### src/rtl/pgs_pkg.sv
package pgs_pkg;

   // sequencer states
   typedef enum logic [2:0] {
      ST_ON     = 3'd0,
      ST_PD_ISO = 3'd1,
      ST_PD_SW  = 3'd2,
      ST_OFF    = 3'd3,
      ST_PU_SW  = 3'd4,
      ST_PU_ISO = 3'd5,
      ST_PU_RST = 3'd6
   } pgs_state_e;

   // register word offsets
   localparam int unsigned OFS_CTRL  = 0;
   localparam int unsigned OFS_GATE  = 1;
   localparam int unsigned OFS_PDN_T = 2;
   localparam int unsigned OFS_PUP_T = 3;

   // control word bit positions
   localparam int unsigned REQ_PDN_BIT = 0;
   localparam int unsigned REQ_PUP_BIT = 1;

   // index of each step delay in the delay vector: register*2 + field
   localparam int unsigned DLY_ISO    = 0;
   localparam int unsigned DLY_ISO2SW = 1;
   localparam int unsigned DLY_SW     = 2;
   localparam int unsigned DLY_SW2ISO = 3;
   localparam int unsigned DLY_NUM    = 4;

endpackage

### src/rtl/pgs_regs.sv
module pgs_regs
   import pgs_pkg::*;
#(
   parameter int unsigned ADDR_W = 4,
   parameter int unsigned DATA_W = 32,
   parameter int unsigned DLY_W  = 6,
   parameter int unsigned HI_LSB = 8
) (
   input  logic              clk,
   input  logic              rst_n,
   input  logic              bus_wen,
   input  logic [ADDR_W-1:0] bus_addr,
   input  logic [DATA_W-1:0] bus_wdata,
   output logic [DATA_W-1:0] bus_rdata,
   input  logic [1:0]        busy_i,
   output logic              gate_en_o,
   output logic              ctrl_wr_o,
   output logic [1:0]        ctrl_req_o,
   output logic [DLY_W-1:0]  dly_o [DLY_NUM]
);

   localparam logic [ADDR_W-1:0] A_CTRL = ADDR_W'(OFS_CTRL);
   localparam logic [ADDR_W-1:0] A_GATE = ADDR_W'(OFS_GATE);
   localparam logic [ADDR_W-1:0] A_PDN  = ADDR_W'(OFS_PDN_T);
   localparam logic [ADDR_W-1:0] A_PUP  = ADDR_W'(OFS_PUP_T);
   localparam int unsigned       N_TREG = 2;
   localparam int unsigned       N_FLD  = 2;

   logic gate_q;
   logic unused_wdata;

   assign unused_wdata = ^bus_wdata;

   always_ff @(posedge clk or negedge rst_n) begin
      if (!rst_n) begin
         gate_q <= 1'b0;
      end else if (bus_wen && (bus_addr == A_GATE)) begin
         gate_q <= bus_wdata[0];
      end
   end

   assign gate_en_o  = gate_q;
   assign ctrl_wr_o  = bus_wen && (bus_addr == A_CTRL);
   assign ctrl_req_o = {bus_wdata[REQ_PUP_BIT], bus_wdata[REQ_PDN_BIT]};

   // timing registers: two words, two fields each
   for (genvar r = 0; r < N_TREG; r++) begin : g_treg
      localparam logic [ADDR_W-1:0] A_R = (r == 0) ? A_PDN : A_PUP;
      logic              wr_hit;
      logic [DATA_W-1:0] word;

      assign wr_hit = bus_wen && (bus_addr == A_R);

      for (genvar f = 0; f < N_FLD; f++) begin : g_fld
         localparam int unsigned LSB = f * HI_LSB;
         logic [DLY_W-1:0] fld_q;

         always_ff @(posedge clk or negedge rst_n) begin
            if (!rst_n) begin
               fld_q <= '0;
            end else if (wr_hit) begin
               fld_q <= bus_wdata[LSB +: DLY_W];
            end
         end

         assign dly_o[r*N_FLD + f] = fld_q;
      end

      always_comb begin
         word = '0;
         word[0 +: DLY_W]      = g_fld[0].fld_q;
         word[HI_LSB +: DLY_W] = g_fld[1].fld_q;
      end
   end

   always_comb begin
      bus_rdata = '0;
      if (bus_addr == A_CTRL) begin
         bus_rdata[REQ_PDN_BIT] = busy_i[0];
         bus_rdata[REQ_PUP_BIT] = busy_i[1];
      end else if (bus_addr == A_GATE) begin
         bus_rdata[0] = gate_q;
      end else if (bus_addr == A_PDN) begin
         bus_rdata = g_treg[0].word;
      end else if (bus_addr == A_PUP) begin
         bus_rdata = g_treg[1].word;
      end
   end

endmodule

### src/rtl/pgs_delay.sv
module pgs_delay #(
   parameter int unsigned DLY_W = 6
) (
   input  logic             clk,
   input  logic             rst_n,
   input  logic             load_i,
   input  logic [DLY_W-1:0] len_i,
   output logic             done_o
);

   localparam logic [DLY_W-1:0] ONE = DLY_W'(1);

   logic [DLY_W-1:0] cnt_q;
   logic [DLY_W-1:0] start_val;

   // a zero field still gives a one-cycle step
   assign start_val = (len_i == '0) ? ONE : len_i;

   always_ff @(posedge clk or negedge rst_n) begin
      if (!rst_n) begin
         cnt_q <= '0;
      end else if (load_i) begin
         cnt_q <= start_val;
      end else if (cnt_q != '0) begin
         cnt_q <= cnt_q - ONE;
      end
   end

   assign done_o = (cnt_q == ONE);

endmodule

### src/rtl/pgs_fsm.sv
module pgs_fsm
   import pgs_pkg::*;
#(
   parameter int unsigned DLY_W = 6
) (
   input  logic             clk,
   input  logic             rst_n,
   input  logic             ctrl_wr_i,
   input  logic [1:0]       ctrl_req_i,
   input  logic             gate_en_i,
   input  logic [DLY_W-1:0] dly_i [DLY_NUM],
   input  logic             dly_done_i,
   output logic             dly_load_o,
   output logic [DLY_W-1:0] dly_len_o,
   output logic [1:0]       busy_o,
   output logic             iso_o,
   output logic             pwr_on_o,
   output logic             rst_o,
   output logic             clk_req_o
);

   pgs_state_e st_q, st_d;
   logic       req_pdn, req_pup;
   logic       iso_q, pwr_q, rst_q, clk_q;
   logic [1:0] busy_q;
   logic       iso_d;

   assign req_pdn = ctrl_wr_i && ctrl_req_i[0] && !ctrl_req_i[1] && gate_en_i;
   assign req_pup = ctrl_wr_i && ctrl_req_i[1];

   always_comb begin
      st_d       = st_q;
      dly_load_o = 1'b0;
      dly_len_o  = '0;
      unique case (st_q)
         ST_ON: begin
            if (req_pdn) begin
               st_d       = ST_PD_ISO;
               dly_load_o = 1'b1;
               dly_len_o  = dly_i[DLY_ISO];
            end
         end
         ST_PD_ISO: begin
            if (dly_done_i) begin
               st_d       = ST_PD_SW;
               dly_load_o = 1'b1;
               dly_len_o  = dly_i[DLY_ISO2SW];
            end
         end
         ST_PD_SW: begin
            if (dly_done_i) st_d = ST_OFF;
         end
         ST_OFF: begin
            if (req_pup) begin
               st_d       = ST_PU_SW;
               dly_load_o = 1'b1;
               dly_len_o  = dly_i[DLY_SW];
            end
         end
         ST_PU_SW: begin
            if (dly_done_i) begin
               st_d       = ST_PU_ISO;
               dly_load_o = 1'b1;
               dly_len_o  = dly_i[DLY_SW2ISO];
            end
         end
         ST_PU_ISO: begin
            if (dly_done_i) st_d = ST_PU_RST;
         end
         ST_PU_RST: st_d = ST_ON;
         default:   st_d = ST_ON;
      endcase
   end

   assign iso_d = (st_d == ST_PD_ISO) || (st_d == ST_PD_SW) || (st_d == ST_OFF) ||
                  (st_d == ST_PU_SW)  || (st_d == ST_PU_ISO);

   always_ff @(posedge clk or negedge rst_n) begin
      if (!rst_n) begin
         st_q   <= ST_ON;
         iso_q  <= 1'b0;
         pwr_q  <= 1'b1;
         rst_q  <= 1'b0;
         clk_q  <= 1'b0;
         busy_q <= 2'b00;
      end else begin
         st_q      <= st_d;
         iso_q     <= iso_d;
         pwr_q     <= (st_d != ST_OFF);
         rst_q     <= iso_d || (st_d == ST_PU_RST);
         clk_q     <= (st_d == ST_PU_SW) || (st_d == ST_PU_ISO) || (st_d == ST_PU_RST);
         busy_q[0] <= (st_d == ST_PD_ISO) || (st_d == ST_PD_SW);
         busy_q[1] <= (st_d == ST_PU_SW) || (st_d == ST_PU_ISO) || (st_d == ST_PU_RST);
      end
   end

   assign busy_o    = busy_q;
   assign iso_o     = iso_q;
   assign pwr_on_o  = pwr_q;
   assign rst_o     = rst_q;
   assign clk_req_o = clk_q;

endmodule

### src/rtl/pgs_top.sv
module pgs_top
   import pgs_pkg::*;
#(
   parameter int unsigned ADDR_W = 4,
   parameter int unsigned DATA_W = 32,
   parameter int unsigned DLY_W  = 6,
   parameter int unsigned HI_LSB = 8
) (
   input  logic              clk,
   input  logic              rst_n,
   input  logic              bus_wen,
   input  logic [ADDR_W-1:0] bus_addr,
   input  logic [DATA_W-1:0] bus_wdata,
   output logic [DATA_W-1:0] bus_rdata,
   output logic              dom_iso,
   output logic              dom_pwr_on,
   output logic              dom_rst,
   output logic              dom_clk_req
);

   if (ADDR_W < 2) begin : g_bad_addr
      $error("pgs_top: ADDR_W must reach four words");
   end
   if ((DLY_W < 1) || (DLY_W > HI_LSB)) begin : g_bad_dly
      $error("pgs_top: DLY_W must be 1..HI_LSB");
   end
   if (DATA_W < HI_LSB + DLY_W) begin : g_bad_data
      $error("pgs_top: DATA_W too narrow for both timing fields");
   end

   logic             gate_en_w;
   logic             ctrl_wr_w;
   logic [1:0]       ctrl_req_w;
   logic [1:0]       busy_w;
   logic [DLY_W-1:0] dly_w [DLY_NUM];
   logic             dly_load_w;
   logic [DLY_W-1:0] dly_len_w;
   logic             dly_done_w;

   pgs_regs #(
      .ADDR_W (ADDR_W),
      .DATA_W (DATA_W),
      .DLY_W  (DLY_W),
      .HI_LSB (HI_LSB)
   ) u_regs (
      .clk        (clk),
      .rst_n      (rst_n),
      .bus_wen    (bus_wen),
      .bus_addr   (bus_addr),
      .bus_wdata  (bus_wdata),
      .bus_rdata  (bus_rdata),
      .busy_i     (busy_w),
      .gate_en_o  (gate_en_w),
      .ctrl_wr_o  (ctrl_wr_w),
      .ctrl_req_o (ctrl_req_w),
      .dly_o      (dly_w)
   );

   pgs_delay #(
      .DLY_W (DLY_W)
   ) u_delay (
      .clk    (clk),
      .rst_n  (rst_n),
      .load_i (dly_load_w),
      .len_i  (dly_len_w),
      .done_o (dly_done_w)
   );

   pgs_fsm #(
      .DLY_W (DLY_W)
   ) u_fsm (
      .clk        (clk),
      .rst_n      (rst_n),
      .ctrl_wr_i  (ctrl_wr_w),
      .ctrl_req_i (ctrl_req_w),
      .gate_en_i  (gate_en_w),
      .dly_i      (dly_w),
      .dly_done_i (dly_done_w),
      .dly_load_o (dly_load_w),
      .dly_len_o  (dly_len_w),
      .busy_o     (busy_w),
      .iso_o      (dom_iso),
      .pwr_on_o   (dom_pwr_on),
      .rst_o      (dom_rst),
      .clk_req_o  (dom_clk_req)
   );

endmodule

### config.mk
export PLATFORM = sky130hd
export DESIGN_NAME = pgs_top
export DESIGN_NICKNAME = d
export VERILOG_FILES = /design/src/rtl/pgs_pkg.sv /design/src/rtl/pgs_regs.sv /design/src/rtl/pgs_delay.sv /design/src/rtl/pgs_fsm.sv /design/src/rtl/pgs_top.sv
export SDC_FILE = /design/constraint.sdc
export NUM_CORES = 1
export LEC_CHECK = 0
export ABC_CLOCK_PERIOD_IN_PS = 2750
export BUFFER_PORTS_ARGS = -buffer_cell sky130_fd_sc_hd__buf_2
export CAP_MARGIN = 40
export CORE_ASPECT_RATIO = 1.2
export CORE_MARGIN = 2
export CORE_UTILIZATION = 50
export CTS_BUF_LIST = sky130_fd_sc_hd__clkbuf_16
export DETAILED_ROUTE_END_ITERATION = 16
export PLACE_DENSITY = 0.78
export SLEW_MARGIN = 40
export SYNTH_ARGS = -nofsm -noshare
export SYNTH_HDL_FRONTEND = slang
export SYNTH_HIERARCHICAL = 1
export SYNTH_SLANG_ARGS = --single-unit
### constraint.sdc
create_clock -name clk -period 2.75 [get_ports clk]
set_input_delay 0.4125 -clock clk [delete_from_list [all_inputs] [get_ports clk]]
set_output_delay 0.4125 -clock clk [all_outputs]
set_load 0.05 [all_outputs]
==> flow_summary.toml, run 1 <==
[outcome]
status = "complete, no violations"

[yosys]
postSynth.asyncResetShare_pct = 100
yosysWarnings = 6
yosysSeqAreaShare_pct = 39.2
ys_seq_elements = 39
syn_inst = 216
synthTopCellsByCount = "dfrtp_1 (38), buf_4 (23), mux2_4 (20)"
synth_area_um2 = 2490
synth_top_area_share_pct = 38.1
ys_top_cells_by_area = "dfrtp_1 (38%), mux2_4 (12%), buf_4 (6.9%)"
avgSynthCellArea_um2 = 11.6
synth_edf_count = 0
synth-main-ff-cell = "dfrtp_1"
synth.distinct_cells = 51
synthMostInstantiatedCell = "dfrtp_1"
synth_area_leader_cell = "dfrtp_1"

[sta]
fin_crit_sh_pct = 81.3
finalHoldViolCount = 0
slew_viol_final = 0
final.setup.tns_ns = 0
fin_crit_ns = 2.23
slew_headroom_pct = 62.9
setup_viol = 0
hold_ws_ns = 0.0959
skew_ns = 0.00502
rsz0062_at_grt = "no"
max_clock_freq_ghz = 0.448
worst_slew_pin_slew_ns = 0.556

[floorplanning]
start_util_pct = 51.2
dieArea_um2 = 5570
die-height_um = 81.4
ios = 75
core-area_um2 = 4870
num_rows = 28
die_x_um = 68.5

[cts]
cts-buffers-inserted = 5
cts.hold.buffers_added = 0
clkLatencyLatePin_ns = 0.28
postCtsResizedCells = 0
htree_levels = 2
clk_path_buf_depth = 2
cts_tree = "yes"
cts-root-buf = "clkbuf_16"
cts.sinks = 39
cts_setup_buffers = 0
path_clk_slew_ns = 0.06

[route]
final_antenna_net_count = 0
firstDrtPassIters = 4
wl_um = 4570
drc = 0
vias = 1678
wl_per_cell_um = 14.9
viasPerCell = 5.47
drtIter0Drc = 47

[flow_run]
maxCapViolCount = 0

[cells_and_area]
fill_cells = 387
drive_gt1_share_pct = 35.6
antenna_cells = 0
fin_nets = 287
area_delta_synth_final_pct = 9.68

[worst_setup_path]
critPathArrivalTime_ns = 2.42
crit_path_max_incr_delay_ns = 0.55
crit_fanout = 14
crit_path_end_kind = "register"
criticalPathCategory = "reg2reg"
crit_slowest_cell = "dfrtp_1"
crit_required_ns = 2.94
critPathLaunchType = "register"
cp_cell_sequence = "nor2b_4 -> and4_1 -> nor2_1 -> nand2_1 -> a31oi_1 -> a221oi_2"

[grt]
grt_use_total_pct = 18.4
overflow = 0
grt_pass1_wl_um = 7590
grt_antenna_before_repair = 0
grt_pass1_vias = 1627
grt_max_degree = 40

[power]
p_leak_nw = 1.34
p_total_w = 0.00231
power_density_nw_per_um2 = 844
peakVddDrop_v = 0.000463

[place]
gp_congestion = 0.766
place.detailed.hpwl_um = 3270
port_buffers = 34

[worst_hold_path]
min_path_type = "in2async"
## layout by cell type (no fill, tap or decap), drive strengths merged, types with 2 or more instances in the layout
cell type / Yosys / layout
a21oi: 3 / 3
a221oi: 2 / 2
a22oi: 12 / 12
a31oi: 4 / 4
a41o: 2 / 2
and2: 3 / 3
buf: 32 / 38
clkbuf: 2 / 5
clkinv: 0 / 2
conb: 1 / 20
dfrtp: 38 / 38
ha: 2 / 2
inv: 7 / 8
mux2: 25 / 25
mux2i: 13 / 13
nand2: 8 / 8
nand2b: 2 / 2
nand4b: 3 / 3
nor2: 17 / 17
nor2b: 4 / 4
nor3: 6 / 6
nor4: 4 / 4
o21ai: 8 / 8
o31ai: 3 / 3
xnor2: 2 / 2
## cell families (layout without fill, tap and decap cells)
| family | Yosys count | after routing | share of synthesized area [%] |
|---|---|---|---|
| compound gates | 39 | 39 | 12.6 |
| flops | 39 | 39 | 39.2 |
| mux | 39 | 39 | 20.4 |
| buf+inv | 41 | 53 | 11.1 |
| other cells | 1 | 20 | 0.150 |
| fa+ha+maj | 2 | 2 | 1.00 |
| xor+xnor | 2 | 2 | 0.702 |
| simple gates | 53 | 53 | 14.9 |
## metrics by stage
stage | cell area [um^2] | util [%] | worst slack [ns] | std cells
floorplan | 2570 | - | 0.163 | 235
global placement | 2600 | 53.3 | 0.395 | 299
detailed placement | 2600 | 53.4 | 0.391 | 299
global route | 2740 | 56.2 | 0.318 | 307
CTS | 2740 | 56.2 | 0.532 | 307
finish | 2740 | 56.2 | 0.515 | 307
## power breakdown
part | switching, W | internal [W] | total [W]
logic | 0.000448 | 0.000366 | 0.000814
registers | 0.000200 | 0.000752 | 0.000953
clock network | 0.000215 | 0.000327 | 0.000542
total | 0.000863 | 0.00145 | 0.00231
## worst max-delay path, delay by kind of cell, from the launching register on
family	cells	cell delay (ns)
AND/OR/NAND/NOR	4	1.22
flip-flops	1	0.55
AO/OA/AOI/OAI	2	0.36
## state kept, by name (all words and copies together), names as in the netlist
signal,count
u_delay/cnt_q,6
u_fsm/busy_o,2
u_fsm/iso_o,1
u_fsm/pwr_on_o,1
u_fsm/rst_o,1
u_fsm/st_q,3
u_regs/g_treg.g_fld.fld_q,24
u_regs/gate_en_o,1
## path summary, 6_finish.rpt
| check | startpoint | endpoint | slack (ns) | cells after the start |
|---|---|---|---|---|
| max in group asynchronous | rst_n | u_fsm/pwr_on_o | 2.29 | 1 |
| worst max-delay path | u_fsm/st_q[0] | u_delay/cnt_q[5] | 0.52 | 6 |
| worst min register to register | u_regs/g_treg[1].g_fld[0].fld_q[4] | u_regs/g_treg[1].g_fld[0].fld_q[4] | 0.54 | 1 |
| worst max register to register | u_fsm/st_q[0] | u_delay/cnt_q[5] | 0.52 | 6 |
| worst min-delay path | rst_n | u_regs/g_treg[0].g_fld[1].fld_q[0] | 0.1 | 1 |
| min in group clk | bus_wdata[10] | u_regs/g_treg[1].g_fld[1].fld_q[2] | 0.37 | 2 |
## metal layers
| metal | up-vias | track usage (%) | wire length [um] |
|---|---|---|---|
| li1 | 800 | - | - |
| met1 | 826 | 23.5 | 1980 |
| met2 | 44 | 30.0 | 2320 |
| met3 | 8 | 3.32 | 171 |
| met4 | 0 | 8.00 | 98 |
| met5 | - | 0 | 0 |
## area by class of cell
type | instances | area, um^2 | share of cell area, %
multi-input combinational | 155 | 1320 | 48.1
clock buffer | 5 | 125 | 4.57
inverter | 7 | 26.3 | 0.960
sequential | 39 | 977 | 35.7
timing repair buffer | 38 | 203 | 7.41
clock inverter | 3 | 12.5 | 0.457
tap | 60 | 75.1 | 2.74
No activity file was read; power rests on OpenSTA's default activity.
==> run 2, diff against run 1 <==
- ABC_AREA: default -> 1
- ABC_CLOCK_PERIOD_IN_PS: 2750 -> 1900
- CORE_UTILIZATION: 50 -> 47
- PLACE_DENSITY: 0.78 -> 0.77
- clock period: 2.75 -> 1.9 ns (I/O delays scaled with it)
==> run 2 against run 1 <==
  * Combinational power is 61% higher
  * Setup slack got worse by 0.40 ns
  * Core utilization is 0.60 points higher
  * Largest power group is now combinational logic
  * Critical path depth up 1
  * Clock power is 44% higher
  * Clock skew is 0.0030 ns lower
  * Non-clock buffer count rose by 23
==> flow_summary.toml, run 2 <==
[grt]
grt_pass1_wl_um = 9360
grt_use_total_pct = 19.3
overflow = 0
grt_pass1_vias = 2135
grt_antenna_before_repair = 0
grt_max_degree = 25

[yosys]
synth-main-ff-cell = "dfrtp_1"
synth_area_leader_cell = "dfrtp_1"
synth_area_um2 = 2550
yosysWarnings = 6
avgSynthCellArea_um2 = 7.54
ys_top_cells_by_area = "dfrtp_1 (37%), nand2_1 (18%), buf_4 (6.8%)"
yosysSeqAreaShare_pct = 38.4
synth_top_area_share_pct = 37.3
synthTopCellsByCount = "nand2_1 (121), dfrtp_1 (38), nand3_1 (34)"
postSynth.asyncResetShare_pct = 100
synth.distinct_cells = 34
ys_seq_elements = 39
syn_inst = 338
synth_edf_count = 0
synthMostInstantiatedCell = "nand2_1"

[sta]
max_clock_freq_ghz = 0.561
final.setup.tns_ns = 0
slew_viol_final = 0
finalHoldViolCount = 0
fin_crit_sh_pct = 93.8
rsz0062_at_grt = "no"
fin_crit_ns = 1.78
skew_ns = 0.00197
setup_viol = 0

[cts]
cts_setup_buffers = 0
cts.sinks = 39
clk_path_buf_depth = 2
cts-buffers-inserted = 5
htree_levels = 2
cts_tree = "yes"
path_clk_slew_ns = 0.05
clkLatencyLatePin_ns = 0.28
cts-root-buf = "clkbuf_16"

[cells_and_area]
antenna_cells = 0
reg_top3 = "u_regs/g_treg.g_fld.fld_q: 24 flops, u_delay/cnt_q: 6 flops, u_fsm/st_q: 3 flops"
regMostFlops = "u_regs/g_treg.g_fld.fld_q"
area_delta_synth_final_pct = 17.3
mostFrequentLayoutCells = "nand2_1 (121), dfrtp_1 (38), buf_2 (34), nand3_1 (34), inv_1 (29)"
final_common_cell = "nand2_1"
fin_nets = 435
fill_cells = 477
largest_register_ffs = 24
drive_gt1_share_pct = 27.8

[worst_setup_path]
critPathArrivalTime_ns = 1.50
criticalPathCategory = "in2out"
crit_path_end_kind = "output pin"
cp-startpoint = "bus_addr[0]"
crit_required_ns = 1.62
crit_fanout = 7
critPathLaunchType = "primary input"
r2r-start = "u_fsm/st_q[0]"

[route]
wl_um = 5490
top_layer = "met4"
viasPerCell = 4.89
drtIter0Drc = 98
dr_wl_met2_um = 2890
drc = 0
met3_length_um = 188
final_antenna_net_count = 0
wl_per_cell_um = 12.0
firstDrtPassIters = 4
vias = 2234
wirelength_met1_um = 2360

[flow_run]
maxCapViolCount = 0

[place]
gp_congestion = 0.831
place.detailed.hpwl_um = 4100
port_buffers = 34

[floorplanning]
ios = 75
num_rows = 29
die-height_um = 84.6
dieArea_um2 = 6030
die_x_um = 71.2
start_util_pct = 48.4
core-area_um2 = 5260

[power]
p_total_w = 0.00339
peakVddDrop_v = 0.000690
power_density_nw_per_um2 = 1140
p_leak_nw = 1.66

[outcome]
status = "complete, no violations"

[worst_hold_path]
hold_start = "bus_wdata[13]"
min_path_type = "in2reg"
==> run 2: cell types whose count changed after synthesis, moves of 5 or more <==
cell	before	now
mux2_4	20	0
mux2_2	5	0
inv_1	7	28
nand2_1	8	121
nor2_2	0	5
o21ai_2	0	13
inv_2	0	7
nor2_4	1	7
a22oi_1	12	0
nand3_1	1	34
mux2i_1	13	0
==> run 2: kinds of logic (layout without fill, tap and decap cells) <==
group,count (synthesis),count (layout),synth area share [%]
flip-flops,39,39,38.4
buffers and inverters,68,106,14.8
adder cells (fa/ha/maj),2,2,0.982
other,1,20,0.147
AND/OR/NAND/NOR,199,199,36.6
AO/OA/AOI/OAI,28,28,8.69
XOR/XNOR,1,1,0.344
==> run 2: worst max-delay path, stage by stage <==
cell	delay [ns]
buf_2	0.10
buf_4	0.14
nor2_2	0.31
buf_4	0.24
nand3_1	0.08
nand2_1	0.08
buf_2	0.25
==> run 2: final timing paths <==
check / to / slack [ns] / cells after the start
min in group asynchronous: u_fsm/iso_o / 0.50 / 2
max in group asynchronous: u_regs/g_treg[1].g_fld[1].fld_q[1] / 0.94 / 3
max: bus_rdata[11] / 0.12 / 7
max reg2reg: u_delay/cnt_q[0] / 0.22 / 11
min: u_regs/g_treg[1].g_fld[1].fld_q[5] / 0.22 / 3
min reg2reg: u_regs/g_treg[1].g_fld[1].fld_q[5] / 0.51 / 2
==> run 2: repair_timing <==
item	4_1_cts	5_1_grt
hold endpoints to repair	18	0
hold buffers	1	0
gates resized for setup	0	1
endpoints found under the setup margin	0	2
==> run 2: through the flow <==
step	worst slack, ns	instances	util, %	area (um^2)	hold WS (ns)
after floorplan	0.106	357	-	2620	-0.0106
after global placement	0.0292	448	53.9	2840	0.271
after detailed placement	0.0537	448	53.9	2840	0.273
after CTS	0.125	457	56.7	2980	0.216
after global routing	0.0269	457	56.8	2990	0.229
final	0.119	457	56.8	2990	0.216
==> run 2: cell type report <==
type                       count  area, um^2  area share [%]
multi-input combinational    250        1270            42.4
sequential                    39         977            32.7
timing repair buffer          61         388            13.0
inverter                      37         141            4.73
clock buffer                   5         125            4.19
tap                           62        77.6            2.60
clock inverter                 3        11.3           0.377
==> run 2: where the power goes <==
group	leakage (nW)	internal [W]	switching (W)	total (W)
Sequential	0.487	0.00108	0.000223	0.00130
Combinational	1.10	0.000430	0.000878	0.00131
Clock	0.0701	0.000472	0.000308	0.000780
==> run 2: per-layer routing <==
metal / global-route usage, % / up-vias
met1: 23.4 / 1033
met5: 0 / -
met4: 5.66 / 0
met2: 34.3 / 54
met3: 3.60 / 9
li1: - / 1138
